==> config.mk <==
export PLATFORM = sky130hd
export DESIGN_NAME = ebarb_ctrl
export DESIGN_NICKNAME = d
export VERILOG_FILES = /design/src/rtl/ebarb_pkg.sv /design/src/rtl/ebarb_mode_sel.sv /design/src/rtl/ebarb_fsm.sv /design/src/rtl/ebarb_ctrl.sv
export SDC_FILE = /design/constraint.sdc
export NUM_CORES = 1
export LEC_CHECK = 0
export BUFFER_PORTS_ARGS = -buffer_cell sky130_fd_sc_hd__buf_2
export CAP_MARGIN = 20
export CORE_MARGIN = 4
export CORE_UTILIZATION = 30
export CTS_BUF_LIST = sky130_fd_sc_hd__clkbuf_8
export DETAILED_ROUTE_END_ITERATION = 8
export HOLD_SLACK_MARGIN = 0.1
export SETUP_SLACK_MARGIN = 0.5
export SKIP_CTS_REPAIR_TIMING = 1
export SYNTH_ARGS = -nofsm -noshare
export SYNTH_HDL_FRONTEND = slang
export SYNTH_SLANG_ARGS = --single-unit
==> constraint.sdc <==
create_clock -name clk -period 6.27 [get_ports clk]
set_clock_uncertainty 0.05 [all_clocks]
set_input_delay 1.254 -clock clk [delete_from_list [all_inputs] [get_ports clk]]
set_output_delay 1.254 -clock clk [all_outputs]
set_load 0.02 [all_outputs]
==> src/rtl/ebarb_pkg.sv <==
// Shared types for the bus mode arbitration controller.
// Assumes at most two masters on the external bus.
package ebarb_pkg;

    typedef enum logic [1:0] {
        MD_OFF     = 2'd0,
        MD_PARK    = 2'd1,
        MD_ARB_INT = 2'd2,
        MD_ARB_EXT = 2'd3
    } bus_mode_t;

    typedef enum logic [2:0] {
        ST_IDLE  = 3'd0,
        ST_REQ   = 3'd1,
        ST_OWN   = 3'd2,
        ST_XGNT  = 3'd3,
        ST_XBUSY = 3'd4
    } arb_state_t;

    // Map the three configuration bits onto an operating mode.
    function automatic bus_mode_t decode_mode(input logic off, input logic xm, input logic arb_sel);
        if (off)          return MD_OFF;
        else if (!xm)     return MD_PARK;
        else if (arb_sel) return MD_ARB_EXT;
        else              return MD_ARB_INT;
    endfunction

    // True when the mode uses the request, grant and busy pins.
    function automatic logic is_dual(input bus_mode_t m);
        return (m == MD_ARB_INT) || (m == MD_ARB_EXT);
    endfunction

endpackage

==> src/rtl/ebarb_mode_sel.sv <==
// Mode holder: takes the configuration inputs over only while the
// controller is idle, so a running transfer keeps its mode.
// Assumes bus_idle_i comes from the arbitration state register.
module ebarb_mode_sel
    import ebarb_pkg::*;
(
    input  logic      clk,
    input  logic      rst_n,
    input  logic      bus_idle_i,
    input  logic      off_i,
    input  logic      xm_i,
    input  logic      arb_sel_i,
    output bus_mode_t mode_eff_o,
    output bus_mode_t mode_q_o
);

    bus_mode_t mode_q;

    // Effective mode: fresh configuration when idle, held mode otherwise.
    always_comb begin
        mode_eff_o = bus_idle_i ? decode_mode(off_i, xm_i, arb_sel_i) : mode_q;
    end

    // Hold register for the active mode.
    always_ff @(posedge clk) begin
        if (!rst_n) mode_q <= MD_OFF;
        else        mode_q <= mode_eff_o;
    end

    assign mode_q_o = mode_q;

endmodule

==> src/rtl/ebarb_fsm.sv <==
// Arbitration state machine for one local and one remote master.
// Assumes int_req_i is held until granted and int_last_i only pulses
// during a grant.
module ebarb_fsm
    import ebarb_pkg::*;
(
    input  logic      clk,
    input  logic      rst_n,
    input  bus_mode_t mode_eff_i,
    input  bus_mode_t mode_q_i,
    input  logic      int_req_i,
    input  logic      int_last_i,
    input  logic      br_i,
    input  logic      bg_i,
    input  logic      bb_i,
    output logic      bus_idle_o,
    output logic      int_gnt_o,
    output logic      bb_o,
    output logic      br_o,
    output logic      bg_o,
    output logic      ext_ack_o
);

    arb_state_t state_q, state_d;

    // Next-state selection per state and mode.
    always_comb begin
        state_d = state_q;
        unique case (state_q)
            ST_IDLE: begin
                unique case (mode_eff_i)
                    MD_PARK: begin
                        if (int_req_i) state_d = ST_OWN;
                    end
                    MD_ARB_INT: begin
                        if (br_i && !bb_i)           state_d = ST_XGNT;
                        else if (int_req_i && !bb_i) state_d = ST_OWN;
                    end
                    MD_ARB_EXT: begin
                        if (bb_i)           state_d = ST_XBUSY;
                        else if (int_req_i) state_d = ST_REQ;
                    end
                    default: state_d = ST_IDLE;
                endcase
            end
            ST_REQ:   if (bg_i && !bb_i) state_d = ST_OWN;
            ST_OWN:   if (int_last_i)    state_d = ST_IDLE;
            ST_XGNT:  if (bb_i)          state_d = ST_XBUSY;
            ST_XBUSY: if (!bb_i)         state_d = ST_IDLE;
            default:  state_d = ST_IDLE;
        endcase
    end

    // State register.
    always_ff @(posedge clk) begin
        if (!rst_n) state_q <= ST_IDLE;
        else        state_q <= state_d;
    end

    // Output decode from the registered state and held mode.
    always_comb begin
        bus_idle_o = (state_q == ST_IDLE);
        int_gnt_o  = (state_q == ST_OWN);
        bb_o       = (state_q == ST_OWN) && is_dual(mode_q_i);
        br_o       = (state_q == ST_REQ);
        bg_o       = (state_q == ST_XGNT);
        ext_ack_o  = (state_q == ST_XBUSY);
    end

endmodule

==> src/rtl/ebarb_ctrl.sv <==
// Top of the bus mode arbitration controller: joins the mode holder
// and the arbitration state machine, and flags free arbitration pins.
// Assumes all inputs are synchronous to clk.
module ebarb_ctrl
    import ebarb_pkg::*;
(
    input  logic clk,
    input  logic rst_n,
    input  logic mode_off_i,
    input  logic xm_en_i,
    input  logic arb_ext_i,
    input  logic int_req_i,
    input  logic int_last_i,
    input  logic br_i,
    input  logic bg_i,
    input  logic bb_i,
    output logic int_gnt_o,
    output logic bb_o,
    output logic br_o,
    output logic bg_o,
    output logic ext_ack_o,
    output logic pins_free_o
);

    bus_mode_t mode_eff;
    bus_mode_t mode_q;
    logic      bus_idle;

    ebarb_mode_sel u_mode (
        .clk        (clk),
        .rst_n      (rst_n),
        .bus_idle_i (bus_idle),
        .off_i      (mode_off_i),
        .xm_i       (xm_en_i),
        .arb_sel_i  (arb_ext_i),
        .mode_eff_o (mode_eff),
        .mode_q_o   (mode_q)
    );

    ebarb_fsm u_fsm (
        .clk        (clk),
        .rst_n      (rst_n),
        .mode_eff_i (mode_eff),
        .mode_q_i   (mode_q),
        .int_req_i  (int_req_i),
        .int_last_i (int_last_i),
        .br_i       (br_i),
        .bg_i       (bg_i),
        .bb_i       (bb_i),
        .bus_idle_o (bus_idle),
        .int_gnt_o  (int_gnt_o),
        .bb_o       (bb_o),
        .br_o       (br_o),
        .bg_o       (bg_o),
        .ext_ack_o  (ext_ack_o)
    );

    // Pins are released whenever the held mode does not arbitrate.
    always_comb begin
        pins_free_o = !is_dual(mode_q);
    end

endmodule

Word level (Yosys, flattened, before mapping)
Cells that the tools add are included.
{"block": "word_totals", "out_inout_bits": 6, "elab_cells": 42, "inputBits": 10, "register_bits": 5}
{"block": "op_classes", "n_reduce_logical": 9, "n_mux": 15, "n_eq_ne": 16}
{"cell": "3-bit 2-to-1 mux", "n": 9}
{"cell": "3-bit case mux with 5 select lines", "n": 1}
{"cell": "3-bit case mux with 3 select lines", "n": 1}
{"cell": "2-bit == test (second input constant)", "n": 4}
{"cell": "7-bit AND reduction", "n": 1}
{"cell": "3-bit by 2-bit == test with 1-bit output (second input constant)", "n": 2}
{"cell": "2-bit 2-to-1 mux", "n": 3}
{"cell": "2-bit != test (second input constant)", "n": 3}
{"cell": "1-bit logical AND", "n": 4}
{"cell": "4-bit by 2-bit != test with 1-bit output (second input constant)", "n": 1}
{"cell": "4-bit != test (second input constant)", "n": 1}
{"cell": "3-bit by 1-bit == test with 1-bit output (second input constant)", "n": 1}
{"cell": "3-bit == test (second input constant)", "n": 1}
{"cell": "3-bit zero test", "n": 1}
{"cell": "3-bit != test (second input constant)", "n": 1}
{"cell": "2-bit by 1-bit == test with 1-bit output (second input constant)", "n": 1}
{"cell": "1-bit zero test", "n": 2}
{"cell": "2-bit by 1-bit != test with 1-bit output (second input constant)", "n": 1}
{"cell": "1-bit logical OR", "n": 1}
{"cell": "1-bit 2-to-1 mux", "n": 1}

Depth between registers and ports, before layout
Gate-level depths: netlist of the first run.
{"block": "depth", "ltp_word": 7, "ltp_mapped": 10, "depth_no_buf": 9}

Hierarchy
From an unflattened synthesis of the first run, not the netlist that was laid out.
{"block": "hier_totals", "cells_unflattened": 56, "hier_area_um2": 455.4}
{"mod": "ebarb_fsm", "cells_per_inst": 44, "area_each_um2": 362.8, "seq_area_each_um2": 60.1, "n_inst": 1}
{"mod": "ebarb_mode_sel", "cells_per_inst": 11, "area_each_um2": 88.8, "seq_area_each_um2": 40.0, "n_inst": 1}
{"mod": "ebarb_ctrl", "cells_per_inst": 1, "area_each_um2": 3.8, "seq_area_each_um2": 0.0, "n_inst": 1}

Least setup slack after synthesis of the first run
No wires, ideal clock.
{"block": "synth_path", "path_type": "input -> register", "start": "input port arb_ext_i", "end": "register u_fsm.state_q[1]", "setup_ps": 72, "path_buffers": 0, "arrival_time_ps": 2520, "t_required_ps": 6148, "setup_slack_ps": 3628, "cell_stages": 8, "cell_sequence": "inv_1 > a21oi_1 > mux2_2 > ha_1 > a21oi_2 > o21ai_2 > a221oi_2 > mux2i_1"}
{"block": "synth_between", "elab_chain_cells": 7, "elab_cells_between_ends": 13, "classes_between": "6 x eq/ne; 6 x mux; 1 x reduce/logical"}
{"item": "start, declared", "line": "ebarb_ctrl.sv:11", "source": "input logic arb_ext_i,"}
{"item": "1-bit 2-to-1 mux (*)", "line": "ebarb_pkg.sv:24", "source": "else if (arb_sel) return MD_ARB_EXT;"}
{"item": "2-bit 2-to-1 mux (*)", "line": "ebarb_pkg.sv:23", "source": "else if (!xm) return MD_PARK;"}
{"item": "2-bit 2-to-1 mux (*)", "line": "ebarb_pkg.sv:22", "source": "if (off) return MD_OFF;"}
{"item": "2-bit 2-to-1 mux (*)", "line": "ebarb_mode_sel.sv:21", "source": "mode_eff_o = bus_idle_i ? decode_mode(off_i, xm_i, arb_sel_i) : mode_q;"}
{"item": "net mode_eff[0]", "line": "ebarb_ctrl.sv:25", "source": "bus_mode_t mode_eff;"}
{"item": "2-bit == test or 2-bit by 1-bit == test with 1-bit output (tied branches)", "line": "ebarb_fsm.sv:31", "source": "unique case (mode_eff_i)"}
{"item": "3-bit case mux with 3 select lines, or another cell as far along", "line": "ebarb_fsm.sv:31"}
{"item": "3-bit case mux with 5 select lines or 7-bit AND reduction (tied branches)"}
{"item": "end signal, assigned", "line": "ebarb_fsm.sv:57", "source": "else state_q <= state_d;"}
{"item": "end, declared", "line": "ebarb_fsm.sv:24", "source": "arb_state_t state_q, state_d;"}
Mark *: on every way through the listed nets, which the timed path passes. The rest lies on a longest branch.
A chain may end at the register's enable or synchronous reset.

Worst setup path after layout of the first run
Ends and elaborated chain as after synthesis.

==> results.tsv, run 1 <==
metric	value	unit
pre_cts_ws	3.41	ns
reg2reg_depth	7	
drtIter0Drc	13	
syn_inst	54	
syn_nets	68	
dieHeight	45.8	µm
die_area	0.00209	mm²
tritoncts	yes	
drc	0	
min_path_cells	2	
design.core.area	0.00132	mm²
rsz0062_at_grt	no	
dp_cells	83	
grt_pass1_wl	1590	µm
numPortBuffers	15	
slew_violations	0	
holdWs	0.557	ns
hold_class	reg2reg	
grt_start_max_net_pins	10	
regToRegStartpoint	u_fsm.state_q[0]	
ys_warn_count	0	
start_kind	primary input	
numCtsBuffers	3	
rows	13	
finalSetupTns	0	ns
synth_edf_count	0	
cp.arrival	2.73	ns
finalCritPeriodShare	41.9	%
grt-ovfl-total	0	
worst_r2r_endpoint	u_fsm.state_q[1]	
cap_violations	0	
power.total	0.183	mW
io_pins	16	
critPathCaptureType	flop	
wl_per_cell	11.3	µm
whs_endpoint	u_fsm.state_q[1]	
crit_required	6.37	ns
clock_latency	0.22	ns
ys_async_sr_fraction	0	%
finalSetupViolCount	0	
synth_top_area_cell	dfxtp_1	
tightestPinTransition	0.373	ns
syn_avg_cell_area	7.92	µm²
die_width	45.8	µm
antenna_found_initial	0	
grt_usage	10.8	%
routabilityCongestion	0.767	
p_per_area	327	mW/mm²
final_cells	87	
critical_path_peak_fanout	4	
ys_seq_area_share	23.4	%
clk_pin_slew_worst_paths	0.03	ns
htreeDepth	1	
antenna_left	0	
synth_cell_type_count	28	
fin_area	559	µm²
vias	431	
ys_top_cells_by_count	8 x nor2_1, 6 x inv_1, 5 x dfxtp_1	
antenna_cells	0	
relSlewSlack	75.1	%
status	finished clean	
power_leakage	0.275	nW
ir_drop	0.125	mV
synth.area.top_cells	dfxtp_1 23%, ha_1 12%, nor2_1 7.0%, inv_1 5.3%, nor3_4 3.8%	
fin_crit	2.63	ns
synth_most_common_cell	nor2_1	
fmax	0.381	GHz
root_buffer	clkbuf_8	
setup_ws	3.64	ns
cts_buffer_depth	2	
yosysTopAreaCellShare	23.4	%
drive_above_1_share	36.1	%
vias_per_cell	4.95	
reg2reg_setup_slack	4.08	ns
crit_type	in2reg	
area_growth	30.7	%
nets	87	
placed_cell_area	514	µm²
worstHoldStart	u_fsm.state_q[1]	
synthFlopType	dfxtp_1	
ys_ff_latch	5	
grt_pass1_vias	381	
start_util	32.5	%
nFillCells	148	
final_hold_viol_count	0	
utilization	42.5	%
drt-total-wl	983	µm
dp_hpwl	757	µm
first_pass_iters	4	
netlist_area	428	µm²
cts.sinks	5	
## routing by layer
| metal | share of wire (%) | wire length (µm) | global-route usage [%] | vias up |
|---|---|---|---|---|
| met3 | 7.2 | 71 | 2.37 | 2 |
| li1 | - | - | - | 224 |
| met5 | 0 | 0 | 0 | - |
| met4 | 1.4 | 14 | 8.52 | 0 |
| met2 | 45 | 439 | 15.3 | 15 |
| met1 | 46 | 457 | 13.9 | 190 |
## layout make-up
type | count | area (µm²) | share of cell area [%]
clock buffers | 3 | 41.3 | 7.38
clock inverters | 1 | 3.75 | 0.671
inverters | 7 | 26.3 | 4.70
multi-input cells | 41 | 294 | 52.6
flip-flops and latches | 5 | 100 | 17.9
well taps | 15 | 18.8 | 3.36
repair buffers | 15 | 75.1 | 13.4
## how the worst max path moves through the flow
| stage | from | endpoint | cells after the start |
|---|---|---|---|
| after detailed placement | arb_ext_i | u_fsm.state_q[1] | 9 |
| after global placement | arb_ext_i | u_fsm.state_q[1] | 9 |
| after floorplan | arb_ext_i | u_fsm.state_q[1] | 8 |
| after CTS | arb_ext_i | u_fsm.state_q[1] | 9 |
| after global routing | arb_ext_i | u_fsm.state_q[1] | 9 |
| final | arb_ext_i | u_fsm.state_q[1] | 9 |
## registers in the layout, summed over array words and instances (netlist names)
signal and flops:
u_mode.mode_q_o 2, u_fsm.state_q 3
## where the power goes
part | internal (mW) | switching (mW)
Combinational | 0.0330 | 0.0426
Clock | 0.0421 | 0.0172
Sequential | 0.0376 | 0.0103
Total | 0.113 | 0.0700
## layout by cell type (no fill, tap or decap), types with 2 or more instances in the layout
| master | Yosys | final |
|---|---|---|
| buf_2 | 0 | 15 |
| and2_1 | 2 | 2 |
| dfxtp_1 | 5 | 5 |
| a21oi_1 | 2 | 2 |
| nor2_1 | 8 | 8 |
| o21ai_0 | 3 | 3 |
| clkbuf_8 | 0 | 3 |
| nand3_1 | 2 | 2 |
| ha_1 | 4 | 4 |
| nand2_1 | 3 | 3 |
| inv_1 | 6 | 7 |
## cell families after synthesis
logic type	after synthesis	share of synthesized area (%)
flip-flops	5	23.4
buffers and inverters	8	7.89
AO/OA/AOI/OAI	11	19.6
multiplexers	2	4.97
AND/OR/NAND/NOR	24	32.5
adder cells (fa/ha/maj)	4	11.7
## worst max-delay path, stage by stage
cell,delay [ns]
buf_2,0.09
inv_1,0.04
a21oi_1,0.05
mux2_2,0.30
ha_1,0.23
a21oi_2,0.14
o21ai_2,0.08
a221oi_2,0.33
mux2i_1,0.21
No activity file was read; power rests on OpenSTA's default activity.
==> inputs of run 2 (changes only) <==
==> constraint.sdc (replaced) <==
create_clock -name clk -period 2.1 [get_ports clk]
set_clock_uncertainty 0.05 [all_clocks]
set_input_delay 0.42 -clock clk [delete_from_list [all_inputs] [get_ports clk]]
set_output_delay 0.42 -clock clk [all_outputs]
set_load 0.02 [all_outputs]
==> results.tsv, run 2 (same netlist as run 1, synthesis figures left out) <==
metric	value	unit	change
htreeDepth	1		unchanged
grt-ovfl-total	0		unchanged
numPortBuffers	15		unchanged
area_growth	48.0	%	
relSlewSlack	71.1	%	-4.0 points
setup_ws	0.131	ns	-3.51 ns
hold_class	in2reg		
finalCritPeriodShare	93.8	%	
rows	13		unchanged
design.core.area	0.00132	mm²	unchanged
cp.arrival	2.06	ns	-0.67 ns
final_cells	90		+3.4%
drc	0		unchanged
antenna_left	0		unchanged
io_pins	16		unchanged
tightestPinTransition	0.433	ns	+0.0599 ns
grt_pass1_wl	1540	µm	-3.1%
crit_type	reg2reg		
fin_area	633	µm²	+13%
start_kind	flop		
critical_path_peak_fanout	4		unchanged
dieHeight	45.8	µm	unchanged
drt-total-wl	966	µm	-1.7%
whs_endpoint	u_fsm.state_q[0]		
wl_per_cell	10.7	µm	-5.0%
drtIter0Drc	2		-11
crit_required	2.19	ns	-4.18 ns
largest_reg_flops	3		unchanged
critPathCaptureType	flop		
grt_pass1_vias	381		unchanged
reg2reg_depth	7		unchanged
first_pass_iters	2		-2
cap_violations	0		unchanged
final_cell_mix	11 x buf_2, 7 x inv_1, 7 x buf_4, 6 x nor2_1		
antenna_cells	0		unchanged
clk_pin_slew_worst_paths	0.04	ns	about the same
nFillCells	135		-8.8%
die_area	0.00209	mm²	unchanged
antenna_found_initial	0		unchanged
nets	90		+3.4%
ir_drop	0.500	mV	+300%
vias_per_cell	4.68		-5.6%
slew_violations	0		unchanged
power_leakage	0.298	nW	+8.5%
holdWs	0.455	ns	-0.103 ns
finalSetupViolCount	0		unchanged
cts.sinks	5		unchanged
dp_hpwl	780	µm	+3.0%
root_buffer	clkbuf_8		
reg2reg_setup_slack	0.13	ns	-3.95 ns
routabilityCongestion	0.735		-4.2%
grt_start_max_net_pins	9		-1
finalSetupTns	0	ns	unchanged
largest-register	u_fsm.state_q		
regToRegStartpoint	u_fsm.state_q[0]		
start_util	32.5	%	unchanged
drive_above_1_share	52.0	%	+16 points
final_hold_viol_count	0		unchanged
cts_buffer_depth	2		unchanged
worst_r2r_endpoint	u_fsm.state_q[1]		
pre_cts_ws	0.0353	ns	-3.38 ns
status	finished clean		
worstHoldStart	rst_n		
layout_commonest_cell	buf_2		
rsz0062_at_grt	yes		
min_path_cells	3		+1
placed_cell_area	548	µm²	+6.6%
p_per_area	970	mW/mm²	+200%
tritoncts	yes		
numCtsBuffers	3		unchanged
dp_cells	85		+2.4%
fin_crit	1.97	ns	
fmax	0.508	GHz	
grt_usage	10.5	%	-0.33 points
clock_latency	0.22	ns	about the same
die_width	45.8	µm	unchanged
vias	421		-2.3%
[run 2: how the worst max path moves through the flow]
| stage | start | to |
|---|---|---|
| after floorplan | u_fsm.state_q[1] | u_fsm.state_q[1] |
| after global placement | u_fsm.state_q[1] | u_fsm.state_q[1] |
| after detailed placement | u_fsm.state_q[1] | u_fsm.state_q[1] |
| after CTS | u_fsm.state_q[1] | u_fsm.state_q[1] |
| after global routing | u_fsm.state_q[0] | u_fsm.state_q[1] |
| final | u_fsm.state_q[0] | u_fsm.state_q[1] |
[run 2: power by group]
part / leakage (nW) / total, mW / internal (mW) / switching, mW
sequential: 0.0422 / 0.128 / 0.115 / 0.0129
combinational: 0.229 / 0.315 / 0.145 / 0.169
clock: 0.0269 / 0.172 / 0.125 / 0.0467
total: 0.298 / 0.614 / 0.385 / 0.229
[run 2: area by class of cell]
type	instances	area [µm²]	share of cell area (%)
clock buffer	3	41.3	6.52
inverter	7	26.3	4.15
multi-input combinational	41	332	52.4
sequential	5	104	16.4
clock inverter	1	3.75	0.593
timing repair buffer	18	108	17.0
tap	15	18.8	2.96
[run 2: stage by stage]
stage	total power, mW	util [%]
6_report	0.614	48.1
5_1_grt	0.664	48.1
4_1_cts	0.585	45.0
3_5_place_dp	0.410	41.6
3_3_place_gp	0.404	41.6
2_1_floorplan	0.350	-
[run 2: worst max-delay path, cell delays in order, from the launching register on]
cell      delay [ns]
dfxtp_2         0.32
nor3_4          0.25
mux2_4          0.36
ha_4            0.17
a21oi_2         0.14
o21ai_2         0.08
a221oi_2        0.31
mux2i_1         0.21
[run 2: metal layers]
metal / global-route usage [%] / wire length, µm / vias up
li1: - / - / 226
met1: 11.6 / 426 / 183
met2: 17.0 / 466 / 10
met3: 3.56 / 51 / 2
met4: 6.82 / 21 / 0
met5: 0 / 0 / -
==> inputs of run 3 (changes only) <==
==> constraint.sdc (replaced) <==
create_clock -name clk -period 2.16 [get_ports clk]
set_clock_uncertainty 0.05 [all_clocks]
set_input_delay 0.432 -clock clk [delete_from_list [all_inputs] [get_ports clk]]
set_output_delay 0.432 -clock clk [all_outputs]
set_load 0.02 [all_outputs]
==> results.tsv, run 3 (same netlist as run 1, synthesis figures left out) <==
metric	value	unit	change
nFillCells	129		-4.4%
hold_class	in2reg		
fin_crit	2.00	ns	+0.0319 ns
antenna_left	0		unchanged
die_area	0.00209	mm²	unchanged
rows	13		unchanged
worst_r2r_endpoint	u_fsm.state_q[1]		
grt_pass1_vias	390		+2.4%
io_pins	16		unchanged
cp.arrival	2.10	ns	+0.04 ns
cts_buffer_depth	2		unchanged
finalSetupViolCount	0		unchanged
crit_type	reg2reg		
area_growth	47.1	%	
first_pass_iters	4		+2
htreeDepth	1		unchanged
critPathCaptureType	flop		
nets	92		+2.2%
drt-total-wl	975	µm	+0.93%
reg2reg_setup_slack	0.16	ns	+0.03 ns
cap_violations	0		unchanged
rsz0062_at_grt	yes		
grt-ovfl-total	0		unchanged
design.core.area	0.00132	mm²	unchanged
numPortBuffers	15		unchanged
finalCritPeriodShare	92.6	%	-1.1 points
dieHeight	45.8	µm	unchanged
ff_latch_area	104	µm²	unchanged
routabilityCongestion	0.726		-1.1%
finalSetupTns	0	ns	unchanged
crit_required	2.26	ns	+0.07 ns
grt_start_max_net_pins	9		unchanged
reg2reg_depth	7		unchanged
layout_commonest_cell	buf_2		
largest-register	u_fsm.state_q		
root_buffer	clkbuf_8		
relSlewSlack	73.9	%	+2.8 points
status	finished clean		
vias	429		+1.9%
cts.sinks	5		unchanged
ir_drop	0.367	mV	-27%
final_cell_mix	14 x buf_2, 8 x nor2_1, 6 x inv_1, 5 x buf_4, 4 x dfxtp_1		
vias_per_cell	4.66		-0.31%
grt_usage	10.8	%	+0.25 points
drive_above_1_share	48.1	%	-3.9 points
antenna_cells	0		unchanged
regToRegStartpoint	u_fsm.state_q[0]		
p_per_area	945	mW/mm²	-2.6%
dp_hpwl	775	µm	-0.64%
antenna_found_initial	0		unchanged
numCtsBuffers	3		unchanged
start_util	32.5	%	unchanged
drtIter0Drc	10		+8
power_leakage	0.300	nW	+0.67%
fmax	0.500	GHz	-1.6%
grt_pass1_wl	1600	µm	+4.0%
tritoncts	yes		
slew_violations	0		unchanged
clock_latency	0.22	ns	about the same
startpoint	u_fsm.state_q[0]		
cp-endpoint	u_fsm.state_q[1]		
die_width	45.8	µm	unchanged
holdWs	0.481	ns	+0.0266 ns
largest_reg_flops	3		unchanged
clk_pin_slew_worst_paths	0.04	ns	about the same
wl_per_cell	10.6	µm	-1.3%
final_hold_viol_count	0		unchanged
tightestPinTransition	0.391	ns	-0.0419 ns
start_kind	flop		
critical_path_peak_fanout	4		unchanged
multi_input_area	317	µm²	-4.5%
drc	0		unchanged
## run 3: worst min-delay path by stage
stage                        from                  to  slack [ns]  cells past startpoint
2_1_floorplan               rst_n    u_fsm.state_q[0]        0.49                      2
3_3_place_gp   u_mode.mode_q_o[0]  u_mode.mode_q_o[0]        0.56                      2
3_5_place_dp   u_mode.mode_q_o[0]  u_mode.mode_q_o[0]        0.57                      2
4_1_cts                     rst_n    u_fsm.state_q[0]        0.48                      3
5_1_grt                     rst_n  u_mode.mode_q_o[1]        0.51                      2
6_report                    rst_n    u_fsm.state_q[1]        0.48                      3
## run 3: stage by stage
| step | total power [mW] | instances | area, µm² | worst slack, ns | utilization (%) |
|---|---|---|---|---|---|
| after detailed placement | 0.393 | 84 | 541 | 0.0547 | 41.0 |
| final | 0.595 | 92 | 629 | 0.159 | 47.8 |
| after CTS | 0.565 | 88 | 586 | 0.0483 | 44.4 |
| after global routing | 0.645 | 92 | 629 | 0.0509 | 47.8 |
| after floorplan | 0.340 | 54 | 450 | 0.173 | - |
| after global placement | 0.389 | 84 | 541 | 0.0790 | 41.0 |
## run 3: layout make-up
cell class	instances	area share, %
Multi-Input combinational cell	41	50.3
Inverter	7	4.17
Timing Repair Buffer	20	18.9
Clock inverter	1	0.596
Clock buffer	3	6.56
Tap cell	15	2.98
Sequential cell	5	16.5
## run 3: critical path, cell delays in order (launching register included)
cell and delay (ns):
dfxtp_4 0.35, nor3_4 0.25, mux2_4 0.36, ha_4 0.17, a21oi_2 0.13, o21ai_2 0.08
a221oi_2 0.34, mux2i_1 0.21
## run 3: where the power goes
part / switching, mW / leakage, nW / internal, mW
clock network: 0.0479 / 0.0269 / 0.122
logic: 0.154 / 0.231 / 0.147
registers: 0.0152 / 0.0416 / 0.109
total: 0.217 / 0.300 / 0.378
## run 3: per-layer routing
metal  GRT usage (%)  part of all wire, %  wire, µm  vias up
li1                -                    -         -      231
met1            13.2                   45       437      188
met2            16.7                   49       474        8
met3            2.37                  4.1        40        2
met4            6.82                  2.3        22        0
met5               0                    0         0        -
